$ cat src/rtl/lfl_pkg.sv
package lfl_pkg;

   typedef enum logic [2:0] {
      ST_START = 3'd0,
      ST_DLC   = 3'd1,
      ST_ID    = 3'd2,
      ST_TXD   = 3'd3,
      ST_RXD   = 3'd4
   } lfl_state_e;

   // Flag byte bits 6:0; first member is the most significant bit
   typedef struct packed {
      logic       slot_off;
      logic       len_mode;
      logic       chk_kind;
      logic       chk_off;
      logic       par_off;
      logic [1:0] nact;
   } lfl_flags_t;

   localparam logic [1:0] NACT_PUB = 2'b00;
   localparam logic [1:0] NACT_SUB = 2'b01;

   // LIN protected identifier: returns {P1, P0}
   function automatic logic [1:0] lfl_id_parity(input logic [5:0] id);
      logic p0;
      logic p1;
      p0 = id[0] ^ id[1] ^ id[2] ^ id[4];
      p1 = ~(id[1] ^ id[3] ^ id[4] ^ id[5]);
      return {p1, p0};
   endfunction

endpackage

$ cat src/rtl/lfl_tx_hold.sv
module lfl_tx_hold #(
   parameter int BYTE_W = 8
) (
   input  logic              clk,
   input  logic              rst_n,
   input  logic              load_i,
   input  logic [BYTE_W-1:0] load_data_i,
   output logic              full_o,
   output logic              ds_valid_o,
   output logic [BYTE_W-1:0] ds_data_o,
   input  logic              ds_ready_i
);

   logic              valid_q;
   logic [BYTE_W-1:0] data_q;

   always_ff @(posedge clk or negedge rst_n) begin
      if (!rst_n) begin
         valid_q <= 1'b0;
         data_q  <= '0;
      end else if (load_i) begin
         valid_q <= 1'b1;
         data_q  <= load_data_i;
      end else if (ds_ready_i) begin
         valid_q <= 1'b0;
      end
   end

   assign full_o     = valid_q;
   assign ds_valid_o = valid_q;
   assign ds_data_o  = data_q;

   AST_TX_HELD_WHILE_STALLED: assert property (@(posedge clk) disable iff (!rst_n)
      (valid_q && !ds_ready_i) |=> (valid_q && $stable(data_q)));
   AST_TX_NO_OVERWRITE: assert property (@(posedge clk) disable iff (!rst_n)
      load_i |-> !valid_q);

endmodule

$ cat src/rtl/lfl_rx_hold.sv
module lfl_rx_hold #(
   parameter int BYTE_W = 8
) (
   input  logic              clk,
   input  logic              rst_n,
   input  logic              take_i,
   input  logic [BYTE_W-1:0] take_data_i,
   input  logic              rd_i,
   output logic              full_o,
   output logic [BYTE_W-1:0] rd_data_o
);

   logic              full_q;
   logic [BYTE_W-1:0] data_q;

   always_ff @(posedge clk or negedge rst_n) begin
      if (!rst_n) begin
         full_q <= 1'b0;
         data_q <= '0;
      end else if (take_i) begin
         full_q <= 1'b1;
         data_q <= take_data_i;
      end else if (rd_i) begin
         full_q <= 1'b0;
      end
   end

   assign full_o    = full_q;
   assign rd_data_o = data_q;

   AST_RX_NO_OVERRUN: assert property (@(posedge clk) disable iff (!rst_n)
      take_i |-> !full_q);
   AST_RX_KEPT_UNTIL_READ: assert property (@(posedge clk) disable iff (!rst_n)
      (full_q && !rd_i) |=> (full_q && $stable(data_q)));

endmodule

$ cat src/rtl/lfl_seq.sv
module lfl_seq
   import lfl_pkg::*;
#(
   parameter int BYTE_W    = 8,
   parameter int MAX_DATA  = 8,
   parameter bit PARITY_EN = 1'b1
) (
   input  logic              clk,
   input  logic              rst_n,
   input  logic              cfg_inband_i,
   input  logic [BYTE_W-1:0] reg_flags_i,
   input  logic [BYTE_W-1:0] reg_dlc_i,
   input  logic              wr_valid_i,
   input  logic [BYTE_W-1:0] wr_data_i,
   output logic              wr_req_o,
   input  logic              tx_full_i,
   output logic              tx_load_o,
   output logic [BYTE_W-1:0] tx_load_data_o,
   input  logic              rx_take_i,
   output logic              rx_open_o,
   output lfl_flags_t        flags_o,
   output logic [BYTE_W-1:0] dlc_o
);

   localparam int CNT_W = $clog2(MAX_DATA + 1);
   localparam logic [BYTE_W-1:0] LAST_DLC  = BYTE_W'(MAX_DATA - 1);
   localparam logic [CNT_W-1:0]  BEATS_MAX = CNT_W'(MAX_DATA);

   lfl_state_e        st_q;
   lfl_flags_t        flags_q;
   logic [BYTE_W-1:0] dlc_q;
   logic [CNT_W-1:0]  cnt_q;

   logic              start_reg;
   lfl_flags_t        flags_src;
   logic [BYTE_W-1:0] dlc_src;
   logic [CNT_W-1:0]  beats;
   logic              wr_take;
   logic              id_take;
   logic              data_take;
   logic [BYTE_W-1:0] id_out;
   lfl_state_e        st_after_id;

   // Register source: first byte of the frame is the identifier
   assign start_reg = (st_q == ST_START) && !cfg_inband_i;
   assign flags_src = start_reg ? lfl_flags_t'(reg_flags_i[6:0]) : flags_q;
   assign dlc_src   = start_reg ? reg_dlc_i : dlc_q;
   assign beats     = (dlc_src >= LAST_DLC) ? BEATS_MAX
                                            : (CNT_W'(dlc_src) + CNT_W'(1));

   always_comb begin
      unique case (st_q)
         ST_START: wr_req_o = cfg_inband_i ? 1'b1 : !tx_full_i;
         ST_DLC:   wr_req_o = 1'b1;
         ST_ID:    wr_req_o = !tx_full_i;
         ST_TXD:   wr_req_o = !tx_full_i;
         default:  wr_req_o = 1'b0;
      endcase
   end

   assign wr_take   = wr_valid_i && wr_req_o;
   assign id_take   = wr_take && ((st_q == ST_ID) || start_reg);
   assign data_take = wr_take && (st_q == ST_TXD);

   always_comb begin
      unique case (flags_src.nact)
         NACT_PUB: st_after_id = ST_TXD;
         NACT_SUB: st_after_id = ST_RXD;
         default:  st_after_id = ST_START;
      endcase
   end

   generate
      if (PARITY_EN) begin : g_parity
         assign id_out = flags_src.par_off ? wr_data_i
                                           : {lfl_id_parity(wr_data_i[5:0]), wr_data_i[5:0]};
      end else begin : g_no_parity
         assign id_out = wr_data_i;
      end
   endgenerate

   assign tx_load_o      = id_take || data_take;
   assign tx_load_data_o = id_take ? id_out : wr_data_i;
   assign rx_open_o      = (st_q == ST_RXD);

   always_ff @(posedge clk or negedge rst_n) begin
      if (!rst_n) begin
         st_q    <= ST_START;
         flags_q <= '0;
         dlc_q   <= '0;
         cnt_q   <= '0;
      end else begin
         unique case (st_q)
            ST_START: if (wr_take) begin
               if (cfg_inband_i) begin
                  flags_q <= lfl_flags_t'(wr_data_i[6:0]);
                  st_q    <= ST_DLC;
               end else begin
                  flags_q <= flags_src;
                  dlc_q   <= reg_dlc_i;
                  cnt_q   <= beats;
                  st_q    <= st_after_id;
               end
            end
            ST_DLC: if (wr_take) begin
               dlc_q <= wr_data_i;
               st_q  <= ST_ID;
            end
            ST_ID: if (wr_take) begin
               cnt_q <= beats;
               st_q  <= st_after_id;
            end
            ST_TXD: if (data_take) begin
               cnt_q <= cnt_q - CNT_W'(1);
               if (cnt_q == CNT_W'(1)) st_q <= ST_START;
            end
            ST_RXD: if (rx_take_i) begin
               cnt_q <= cnt_q - CNT_W'(1);
               if (cnt_q == CNT_W'(1)) st_q <= ST_START;
            end
            default: st_q <= ST_START;
         endcase
      end
   end

   assign flags_o = flags_q;
   assign dlc_o   = dlc_q;

   AST_CNT_WITHIN_CAP: assert property (@(posedge clk) disable iff (!rst_n)
      cnt_q <= BEATS_MAX);
   AST_CNT_LIVE_IN_DATA: assert property (@(posedge clk) disable iff (!rst_n)
      ((st_q == ST_TXD) || (st_q == ST_RXD)) |-> (cnt_q != '0));
   AST_CFG_FROZEN_IN_DATA: assert property (@(posedge clk) disable iff (!rst_n)
      ((st_q == ST_TXD) || (st_q == ST_RXD)) |=> ($stable(flags_q) && $stable(dlc_q)));
   AST_RX_ONLY_IN_SUBSCRIBE: assert property (@(posedge clk) disable iff (!rst_n)
      rx_take_i |-> (flags_q.nact == NACT_SUB));

endmodule

$ cat src/rtl/lin_frame_loader.sv
module lin_frame_loader
   import lfl_pkg::*;
#(
   parameter int BYTE_W    = 8,
   parameter int MAX_DATA  = 8,
   parameter bit PARITY_EN = 1'b1
) (
   input  logic              clk,
   input  logic              rst_n,
   input  logic              cfg_inband,
   input  logic [BYTE_W-1:0] reg_flags,
   input  logic [BYTE_W-1:0] reg_dlc,
   input  logic              wr_valid,
   input  logic [BYTE_W-1:0] wr_data,
   output logic              wr_req,
   input  logic              rd_ack,
   output logic [BYTE_W-1:0] rd_data,
   output logic              rx_ready,
   output logic              ds_tx_valid,
   output logic [BYTE_W-1:0] ds_tx_data,
   input  logic              ds_tx_ready,
   input  logic              ds_rx_valid,
   input  logic [BYTE_W-1:0] ds_rx_data,
   output logic              ds_rx_ready,
   output logic [1:0]        frm_nact,
   output logic              frm_par_off,
   output logic              frm_chk_off,
   output logic              frm_chk_kind,
   output logic              frm_len_mode,
   output logic              frm_slot_off,
   output logic [BYTE_W-1:0] frm_dlc
);

   generate
      if (BYTE_W != 8) begin : g_bad_width
         $error("lin_frame_loader: transfers are single bytes, BYTE_W must be 8");
      end
      if (MAX_DATA < 1 || MAX_DATA > 255) begin : g_bad_depth
         $error("lin_frame_loader: MAX_DATA must lie in 1..255");
      end
   endgenerate

   logic              tx_full;
   logic              tx_load;
   logic [BYTE_W-1:0] tx_load_data;
   logic              rx_open;
   logic              rx_full;
   logic              rx_take;
   lfl_flags_t        flags;

   assign ds_rx_ready = rx_open && !rx_full;
   assign rx_take     = ds_rx_valid && ds_rx_ready;
   assign rx_ready    = rx_full;

   lfl_seq #(
      .BYTE_W    (BYTE_W),
      .MAX_DATA  (MAX_DATA),
      .PARITY_EN (PARITY_EN)
   ) seq_i (
      .clk            (clk),
      .rst_n          (rst_n),
      .cfg_inband_i   (cfg_inband),
      .reg_flags_i    (reg_flags),
      .reg_dlc_i      (reg_dlc),
      .wr_valid_i     (wr_valid),
      .wr_data_i      (wr_data),
      .wr_req_o       (wr_req),
      .tx_full_i      (tx_full),
      .tx_load_o      (tx_load),
      .tx_load_data_o (tx_load_data),
      .rx_take_i      (rx_take),
      .rx_open_o      (rx_open),
      .flags_o        (flags),
      .dlc_o          (frm_dlc)
   );

   lfl_tx_hold #(.BYTE_W(BYTE_W)) tx_hold_i (
      .clk         (clk),
      .rst_n       (rst_n),
      .load_i      (tx_load),
      .load_data_i (tx_load_data),
      .full_o      (tx_full),
      .ds_valid_o  (ds_tx_valid),
      .ds_data_o   (ds_tx_data),
      .ds_ready_i  (ds_tx_ready)
   );

   lfl_rx_hold #(.BYTE_W(BYTE_W)) rx_hold_i (
      .clk         (clk),
      .rst_n       (rst_n),
      .take_i      (rx_take),
      .take_data_i (ds_rx_data),
      .rd_i        (rd_ack),
      .full_o      (rx_full),
      .rd_data_o   (rd_data)
   );

   assign frm_nact     = flags.nact;
   assign frm_par_off  = flags.par_off;
   assign frm_chk_off  = flags.chk_off;
   assign frm_chk_kind = flags.chk_kind;
   assign frm_len_mode = flags.len_mode;
   assign frm_slot_off = flags.slot_off;

   AST_RX_READY_NOT_IN_WRITE_SLOT: assert property (@(posedge clk) disable iff (!rst_n)
      ds_rx_ready |-> !wr_req);
   AST_WRITE_NEEDS_REQUEST: assert property (@(posedge clk) disable iff (!rst_n)
      tx_load |-> wr_valid);

endmodule

$ cat config.mk
export PLATFORM = sky130hd
export DESIGN_NAME = lin_frame_loader
export DESIGN_NICKNAME = d
export VERILOG_FILES = /design/src/rtl/lfl_pkg.sv /design/src/rtl/lfl_tx_hold.sv /design/src/rtl/lfl_rx_hold.sv /design/src/rtl/lfl_seq.sv /design/src/rtl/lin_frame_loader.sv
export SDC_FILE = /design/constraint.sdc
export NUM_CORES = 1
export LEC_CHECK = 0
export ABC_AREA = 1
export ABC_CLOCK_PERIOD_IN_PS = 4000
export BUFFER_PORTS_ARGS = -buffer_cell sky130_fd_sc_hd__buf_4
export CORE_MARGIN = 2
export CORE_UTILIZATION = 55
export CTS_CLUSTER_DIAMETER = 40
export CTS_CLUSTER_SIZE = 30
export DETAILED_ROUTE_END_ITERATION = 10
export GPL_ROUTABILITY_DRIVEN = 0
export PLACE_DENSITY = 0.85
export SLEW_MARGIN = 20
export SYNTH_ARGS = -nofsm -noshare
export SYNTH_HDL_FRONTEND = slang
export SYNTH_SLANG_ARGS = --single-unit
export TNS_END_PERCENT = 5
$ cat constraint.sdc
create_clock -name clk -period 4 [get_ports clk]
set_clock_uncertainty 0.2 [all_clocks]
set_input_delay 0.2 -clock clk [delete_from_list [all_inputs] [get_ports clk]]
set_output_delay 0.2 -clock clk [all_outputs]
set_load 0.02 [all_outputs]
==> results of run 1 <==
[area by class of cell]
cell class,instances,area [µm²],share of cell area [%]
flip-flops and latches,40,1001,31.72
multi-input cells,211,1184,37.51
clock inverters,2,10.01,0.3172
repair buffers,86,680.7,21.57
inverters,36,135.1,4.282
clock buffers,6,82.58,2.617
well taps,50,62.56,1.983
[path summary, 6_finish.rpt]
kind,from,depth (start not counted),slack (ns),endpoint
min,wr_data[0],3,0.02,seq_i.flags_o[0]$_DFFE_PN0P_
min in group asynchronous,rst_n,2,0.25,tx_hold_i.ds_data_o[3]$_DFFE_PN0P_
min reg2reg,tx_hold_i.ds_data_o[6]$_DFFE_PN0P_,2,0.28,tx_hold_i.ds_data_o[6]$_DFFE_PN0P_
max in group asynchronous,rst_n,2,3.00,seq_i.cnt_q[3]$_DFFE_PN0P_
max reg2reg,seq_i.st_q[1]$_DFFE_PN0P_,13,1.74,seq_i.cnt_q[2]$_DFFE_PN0P_
max,seq_i.st_q[1]$_DFFE_PN0P_,13,1.74,seq_i.cnt_q[2]$_DFFE_PN0P_
[synth_stat cells, drive strengths merged]
cell      n
clkinv    1
or2       1
nand4     1
and2      1
inv      35
nand2b    1
nand2   101
nor2     20
xor2      1
o21a      6
buf       4
dfrtp    40
ha        3
o21ai    37
a21oi     6
xnor2     3
o211ai    5
nand3    15
mux2      8
nand3b    2
[worst reg2reg max path: cells and delay by family (launching register included)]
| family | cells | cell delay (ns) |
|---|---|---|
| DFF | 1 | 0.46 |
| and+or+nand+nor | 10 | 1.02 |
| buffers and inverters | 2 | 0.31 |
| adders and majority gates | 1 | 0.16 |
[per-stage QoR]
stage | setup slack (ns) | instance area [µm²] | cells | hold WS, ns
after CTS | 1.758 | 3156 | 431 | 0.008370
after detailed placement | 1.779 | 2923 | 409 | 0.01146
after global routing | 1.516 | 3156 | 431 | 0.01936
final | 1.736 | 3156 | 431 | 0.01859
after floorplan | 2.123 | 2359 | 291 | -0.2956
after global placement | 1.835 | 2923 | 409 | 0.007679
[power groups by stage]
| stage | Clock [mW] | Sequential, mW | Combinational, mW |
|---|---|---|---|
| 2_1_floorplan | 0 | 0.880 | 0.703 |
| 3_3_place_gp | 0 | 0.705 | 1.25 |
| 3_5_place_dp | 0 | 0.711 | 1.29 |
| 4_1_cts | 0.281 | 0.705 | 1.31 |
| 5_1_grt | 0.299 | 0.732 | 1.44 |
| 6_report | 0.273 | 0.709 | 1.31 |
[layer usage]
| metal | GRT usage [%] | routed length, µm |
|---|---|---|
| met1 | 32.21 | 2474 |
| met4 | 9.150 | 131 |
| met5 | 0 | 0 |
| met2 | 44.98 | 3028 |
| met3 | 4.651 | 259 |
[cells by family (layout without fill, tap and decap cells)]
family                   Yosys count  in the layout
AO/OA/AOI/OAI                     54             54
AND/OR/NAND/NOR                  142            142
flip-flops                        40             40
buffers and inverters             40            130
XOR/XNOR                           4              4
multiplexers                       8              8
adder cells (fa/ha/maj)            3              3
[flip-flops by register name (all words and copies together), names as in the netlist]
signal / flops
rx_hold_i.rd_data_o: 8
seq_i.dlc_o: 8
tx_hold_i.ds_data_o: 8
seq_i.flags_o: 7
seq_i.cnt_q: 4
seq_i.st_q: 3
rx_hold_i.full_o: 1
tx_hold_i.ds_valid_o: 1
==> results.md, run 1 <==
- Status: finished, final reports clean
- Largest stage delay, worst path: 0.46 ns
- CP endpoint kind: flip-flop
- Maximum Capacitance Violations: 0
- Total GRT Usage: 25.88%
- Post-cts hold buffer count: 14
- Register area share after synthesis: 42.44%
- # DRC: 0
- Post-Syn Instances: approximately 290
- DPL Wire Length: 4221 µm
- Routed WL per cell: 13.68 µm
- Buf/Inv on CP: 2
- CTS Sinks: 40
- Post-synth net total: ~330
- Post-synthesis register bit count: 40
- Max Clock Freq: 441.8 MHz
- Die X-Extent: just under 70 µm
- Synth Cell Area: 2359 µm²
- Fraction of the mapped netlist area in simple logic gates: 27.53%
- Flop pwr share: a little over 30%
- Area Growth Syn to Fin: 33.79%
- Cell at the slowest stage of the critical path: dfrtp_1
- Skew-Pair Late Insertion Delay: about 0.28 ns
- Setup TNS: 0 ns
- Switching pwr: 1.056 mW
- Main combinational cell family by area after synthesis: simple AND/OR/NAND/NOR gates
- Clock Path Buffers: 2
- Avg Cell Area, Syn: between 8 and 9 µm²
- Startpoint type of the worst setup path: flip-flop
- Clock root cell: clkbuf_8
- # IOs: 74
- # diodes: 0
- Worst VDD drop: 0.4121 mV
- WP data arrival: 2.24 ns
- XOR/XNOR Fraction of Synth Area: 1.485%
- Commonest non-fill, non-tap cell in the layout: nand2_1
- Internal Power: 1.235 mW
- Leakage: 1.641 nW
- Synth area leaders: dfrtp_1 42%, nand2_1 15%, o21ai_0 5.1%
- Post-synthesis compound-gate area fraction: around 16%
- CP top delay family: simple AND/OR/NAND/NOR gates
- Unique cell type count in the Yosys netlist: 32
- Final setup viols: 0
- Drt first-iter violations: 144
- Worst Tran Pin Value: 0.5139 ns
- RSZ-0062 raised after global routing: false
- Full die area: 4828 µm²
- Initial Util: 58.13%
- Routed Antenna Nets: 0
- Fin crit period: 2.264 ns
- Most frequent cells in the layout: 92 x nand2_1, 72 x buf_4, 40 x dfrtp_1
- CTS tree: done
- Fillers: ~290
- Die Y: 69.49 µm
- Pwr per Cell Area: 725.9 nW/µm²
- Count of final max-slew check failures: 0
- Post-layout util: between 70% and 80%
- Synth Area in Adders: around 1.6%
- Via density: 5.139
- CTS buffer count: 5
- Gate power share: between 50% and 60%
- Final hold violations: 0
- Post-synth top area share: 42.44%
- Core area: 4058 µm²
- Worst-path cell chain: nor2_4 -> nand2_2 -> inv_1 -> nand2_1 -> nand2_1 -> ha_1 -> inv_1 -> nor2_2 -> nor2_4 -> nand3_1 -> nand2_1 -> nand2_1 -> nand2_1
- Crit path kind: flip-flop to flip-flop
- Mux cell area share after synthesis: 3.820%
- Rows: 23
- Switching Share: 46.11%
- Vias in the first global route: about 2200
- Grt ovf: 0
- Post-Route WL: 5894 µm
- Data required, critical path: 3.98 ns
- Power Total: 2.291 mW
- Fraction of layout cells with a size suffix above 1: between 30% and 40%
- Port bufs: 72
- Clock share of power: between 10% and 20%
- First-pass GRT wire length: 10030 µm
- Worst-path maximum fanout: 13
- Synth warnings: 0
- CTS clk-pin slew, worst paths: ~0.08 ns
- Dominant cell type by area after synthesis: dfrtp_1
- Fin crit share: 56.59%
- Largest net degree at the start of global routing: 41
- Routed vias: 2215
- Post-CTS sizing: 0
- Crit path top cell by count: nand2_1
- Min-delay worst type: primary input to flip-flop
- Antenna violations before repair: 0
- Setup repair bufs after CTS: 0
- CTS H-tree lvls: 2
- NumNets Final: approximately 420
- TritonRoute pass-1 iters: 4
- Worst slew margin: 65.74%
(Power assumes the default switching activity.)
==> run 2: changes to the inputs <==
- ABC_CLOCK_PERIOD_IN_PS: 4000 -> 1820
- CORE_UTILIZATION: 55 -> 46
- PLACE_DENSITY: 0.85 -> 0.76
- clock period: 4 -> 1.82 ns (I/O delays scaled with it)
==> results.md, run 2 (synthesis results as in run 1) <==
- First-pass GRT wire length: ~11000 µm
- Drt first-iter violations: 144
- Fraction of layout cells with a size suffix above 1: 38.16%
- Fin crit period: 1.797 ns
- Crit path launch: seq_i.st_q[1]$_DFFE_PN0P_
- Clock Path Buffers: 2
- # DRC: 0
- TritonRoute pass-1 iters: 4
- Min-delay worst type: primary input to flip-flop
- # IOs: 74
- Fin crit share: 98.73%
- Most frequent cells in the layout: 84 x nand2_1, 83 x buf_4, 39 x dfrtp_1
- Port bufs: slightly above 70
- Status: finished, final reports clean
- Worst-path maximum fanout: 16
- Dpl ws: 0.004851 ns
- Commonest non-fill, non-tap cell in the layout: nand2_1
- CTS buffer count: 5
- Final hold violations: 0
- RSZ-0062 raised after global routing: true
- Final setup viols: 0
- Maximum Capacitance Violations: 0
- NumNets Final: ~460
- Pwr per Cell Area: 1536 nW/µm²
- Count of final max-slew check failures: 0
- Via density: slightly below 5
- Initial Util: 46.77%
- Die Y: approximately 76 µm
- CTS H-tree lvls: 2
- Vias in the first global route: 2243
- Worst slew margin: 65.34%
- Routed WL per cell: between 10 and 15 µm
- Placed Cells: 440
- CTS clk-pin slew, worst paths: approximately 0.080 ns
- Startpoint type of the worst setup path: flip-flop
- Max Clock Freq: 556.5 MHz
- CTS Sinks: 40
- Rows: 26
- CP endpoint kind: flip-flop
- Grt ovf: 0
- Core area: 5042 µm²
- Cell Area, Placed: about 3000 µm²
- Antenna violations before repair: 0
- WP data arrival: ~1.8 ns
- Total GRT Usage: 24.71%
- Data required, critical path: 1.81 ns
- Post-layout instance area: 3608 µm²
- Final WS setup: around 0.023 ns
- Post-Route WL: 6647 µm
- Clock root cell: clkbuf_8
- Crit path kind: flip-flop to flip-flop
- Skew-Pair Late Insertion Delay: between 0.2 and 0.3 ns
- # diodes: 0
- Routed Antenna Nets: 0
- Die X-Extent: about 76 µm
- Routed vias: 2386
- Worst hold start: reg_flags[2]
- Post-layout util: 71.56%
- Area Growth Syn to Fin: 53.00%
- Layout Cells excl Fill: approximately 480
- Worst Tran Pin Value: 0.5198 ns
- Leakage: about 1.8 nW
- Largest net degree at the start of global routing: 41
- Worst VDD drop: about 0.83 mV
- Full die area: 5716 µm²
- Worst R2R Start: seq_i.st_q[1]$_DFFE_PN0P_
- CTS tree: done
- DPL Wire Length: 4368 µm
==> run 2: power breakdown <==
group | internal (mW) | switching [mW] | total (mW) | leakage [nW]
registers | 1.28 | 0.268 | 1.55 | 0.492
clock network | 0.261 | 0.301 | 0.562 | 0.0410
logic | 1.48 | 1.95 | 3.43 | 1.28
total | 3.02 | 2.52 | 5.54 | 1.81
==> run 2: path summary, 6_finish.rpt <==
check	slack (ns)	depth (start not counted)	endpoint
worst max-delay path	0.02	10	seq_i.dlc_o[3]$_DFFE_PN0P_
worst min-delay path	0.003	5	tx_hold_i.ds_data_o[7]$_DFFE_PN0P_
worst max register to register	0.02	10	seq_i.dlc_o[3]$_DFFE_PN0P_
worst min register to register	0.28	2	tx_hold_i.ds_data_o[0]$_DFFE_PN0P_
max in group asynchronous	0.91	2	seq_i.st_q[0]$_DFFE_PN0P_
min in group asynchronous	0.12	2	tx_hold_i.ds_data_o[6]$_DFFE_PN0P_
==> run 2: critical path, cell delays in order (launching register included) <==
cell     delay, ns
dfrtp_1       0.42
buf_6         0.14
inv_4         0.06
nand2_4       0.05
buf_6         0.11
nor2_4        0.15
buf_6         0.19
nand2_1       0.06
o21ai_0       0.13
nand2_2       0.08
o21a_1        0.10
==> run 2: stage by stage <==
stage	power (mW)	hold WS, ns	setup TNS, ns
global placement	4.511	-0.09684	0
global route	5.969	0.007350	-0.7266
detailed placement	4.592	-0.09398	0
CTS	5.240	0.0003090	0
finish	5.543	0.003262	0
floorplan	3.528	-0.4046	-0.02009
==> run 2: layer usage <==
layer / global-route usage (%) / routed length [µm]
met2: 40.87 / 3536
met5: 0 / 0
met1: 32.83 / 2801
met3: 4.365 / 195
met4: 8.577 / 114
==> run 2: timing repair <==
action / in CTS / in global routing
setup endpoints to repair: 6 / 31
endpoints found under the hold margin: 76 / 0
buffers inserted: 1 / 3
pin swaps: 3 / 13
gates cloned: 0 / 1
hold buffers: 32 / 0
resized for setup: 0 / 24
==> run 2: area by class of cell <==
cell class	count	area (µm²)
clock buffers	6	72.57
clock inverters	1	5.005
fillers	382	1434
inverters	36	142.6
multi-input cells	211	1276
flip-flops and latches	40	1002
well taps	70	87.58
repair buffers	120	1022
==> run 3: changes to the inputs <==
==> constraint.sdc (replaced) <==
create_clock -name clk -period 1.82 [get_ports clk]
set_clock_uncertainty 0.2 [all_clocks]
set_input_delay 0.182 -clock clk [delete_from_list [all_inputs] [get_ports clk]]
set_output_delay 0.182 -clock clk [all_outputs]
set_load 0.02 [all_outputs]
==> results.md, run 3 (synthesis results as in run 1) <==
- Antenna violations before repair: 0
- Routed WL per cell: between 10 and 15 µm
- Cell Area, Placed: 3082 µm²
- Placed Cells: 442
- # DRC: 0
- DPL Wire Length: approximately 4300 µm
- Failing checks: setup timing
- Fraction of layout cells with a size suffix above 1: about two fifths
- Post-Route WL: 5890 µm
- Buf/Inv on CP: 1
- # diodes: 0
- Worst-path cell chain: nor2_4 -> nand2_4 -> nand2_1 -> nand2_2 -> ha_4 -> inv_2 -> nor2_4 -> nor2_4 -> nand2_1 -> o21ai_1 -> nand2_1 -> nand2_1
- CTS tree: done
- Status: finished with violations
- Crit path top cell by count: nand2_1
- Clock root cell: clkbuf_8
- Worst slew margin: 65.54%
- NumNets Final: 440
- Area Growth Syn to Fin: 44.93%
- Full die area: 5716 µm²
- Grt ovf: 0
- Layout Cells excl Fill: ~470
- Max Clock Freq: 544.8 MHz
- Commonest non-fill, non-tap cell in the layout: nand2_1
- Final WS setup: -0.01554 ns
- Skew-Pair Late Insertion Delay: roughly 0.3 ns
- Die X-Extent: ~76 µm
- Drt first-iter violations: 135
- Register area: around 1000 µm²
- Startpoint type of the worst setup path: flip-flop
- CTS buffer count: 5
- CP top delay family: simple AND/OR/NAND/NOR gates
- Worst VDD drop: 0.9767 mV
- Rows: 26
- Initial Util: 46.77%
- Via density: 4.753
- Cell at the slowest stage of the critical path: dfrtp_2
- CTS H-tree lvls: 2
- Largest stage delay, worst path: between 0.4 and 0.5 ns
- Final hold violations: 0
- Multi-input logic area: 1245 µm²
- Core area: 5042 µm²
- Leakage: 1.743 nW
- Worst Tran Pin Value: 0.5168 ns
- TritonRoute pass-1 iters: 4
- Min-delay worst type: primary input to flip-flop
- Largest net degree at the start of global routing: a little over 40
- Clock Path Buffers: 2
- Fin crit share: 100.9%
- Most frequent cells in the layout: 89 x nand2_1, 86 x buf_4, 38 x dfrtp_1
- Port bufs: 72
- CTS clk-pin slew, worst paths: 0.08 ns
- CTS Sinks: 40
- Data required, critical path: 1.86 ns
- CP endpoint kind: flip-flop
- Fin crit period: between 1.5 and 2 ns
- Maximum Capacitance Violations: 0
- Post-layout instance area: about 3400 µm²
- Routed Antenna Nets: 0
- Routed vias: 2229
- Total GRT Usage: around 22%
- Pwr per Cell Area: ~1600 nW/µm²
- Final setup viols: 1
- Crit path kind: flip-flop to flip-flop
- WP data arrival: 1.87 ns
- R2R Setup Slk: -0.02 ns
- # IOs: 74
- Die Y: 75.61 µm
- RSZ-0062 raised after global routing: true
- Count of final max-slew check failures: 0
- Fillers: roughly 420
- Worst-path maximum fanout: 6
- First-pass GRT wire length: 9446 µm
- Vias in the first global route: 2037
==> run 3: changes by cell type in the layout (fill, tap and decap cells not counted), sizes merged <==
cell / change
clkbuf: -1
dlygate4sd3: -16
bufinv: +1
buf: +1
==> run 3: worst min-delay path, delay by kind of cell <==
kind / cells / cell delay [ns]
buffers and inverters: 2 / 0.16
AOI/OAI and AO/OA: 1 / 0.13
==> run 3: layer usage <==
layer | track usage [%] | vias up | part of all wire (%)
met5 | 0 | - | 0
met4 | 8.187 | 0 | 1.7
met3 | 4.497 | 8 | 3.9
met2 | 34.30 | 45 | 51
met1 | 31.27 | 1034 | 44
li1 | - | 1142 | -
==> run 3: where the power goes <==
group	internal [mW]	total [mW]	switching, mW
sequential	1.28	1.54	0.255
clock	0.407	0.721	0.314
combinational	1.39	3.26	1.87
total	3.08	5.52	2.44
==> run 3: repair_timing <==
| action | 4_1_cts | 5_1_grt |
|---|---|---|
| hold buffers | 16 | 0 |
| pin swaps | 4 | 3 |
| setup endpoints to repair | 8 | 29 |
| resized for setup | 2 | 9 |
| endpoints found under the hold margin | 55 | 0 |
| setup buffers | 2 | 1 |
==> run 3: area by class of cell <==
| class | instances | share of cell area, % |
|---|---|---|
| flip-flops and latches | 40 | 29.36 |
| repair buffers | 104 | 24.49 |
| clock buffers | 6 | 2.123 |
| multi-input cells | 211 | 36.42 |
| inverters | 36 | 4.026 |
| clock inverters | 2 | 1.025 |
| well taps | 70 | 2.562 |
==> run 3: path summary, 6_finish.rpt <==
| check | from | depth (start not counted) | to |
|---|---|---|---|
| worst max-delay path | seq_i.st_q[0]$_DFFE_PN0P_ | 12 | seq_i.cnt_q[0]$_DFFE_PN0P_ |
| worst min-delay path | wr_data[5] | 3 | tx_hold_i.ds_data_o[5]$_DFFE_PN0P_ |
| worst max register to register | seq_i.st_q[0]$_DFFE_PN0P_ | 12 | seq_i.cnt_q[0]$_DFFE_PN0P_ |
| worst min register to register | seq_i.cnt_q[1]$_DFFE_PN0P_ | 2 | seq_i.cnt_q[1]$_DFFE_PN0P_ |
| max in group asynchronous | rst_n | 2 | seq_i.st_q[1]$_DFFE_PN0P_ |
| min in group asynchronous | rst_n | 2 | tx_hold_i.ds_data_o[6]$_DFFE_PN0P_ |
==> run 3: metrics by stage <==
step | utilization [%] | hold slack (ns) | setup TNS [ns] | setup slack [ns] | power (mW)
final | 67.79 | 0.007294 | -0.01554 | -0.01554 | 5.517
after global placement | 61.12 | -0.002569 | 0 | 0.01670 | 4.540
after global routing | 67.79 | 0.02510 | -1.452 | -0.1418 | 5.945
after floorplan | - | -0.3136 | -0.02009 | -0.01065 | 3.528
after CTS | 66.82 | 0.008563 | -0.04965 | -0.03238 | 5.420
after detailed placement | 61.12 | -0.005658 | -0.1152 | -0.04932 | 4.615
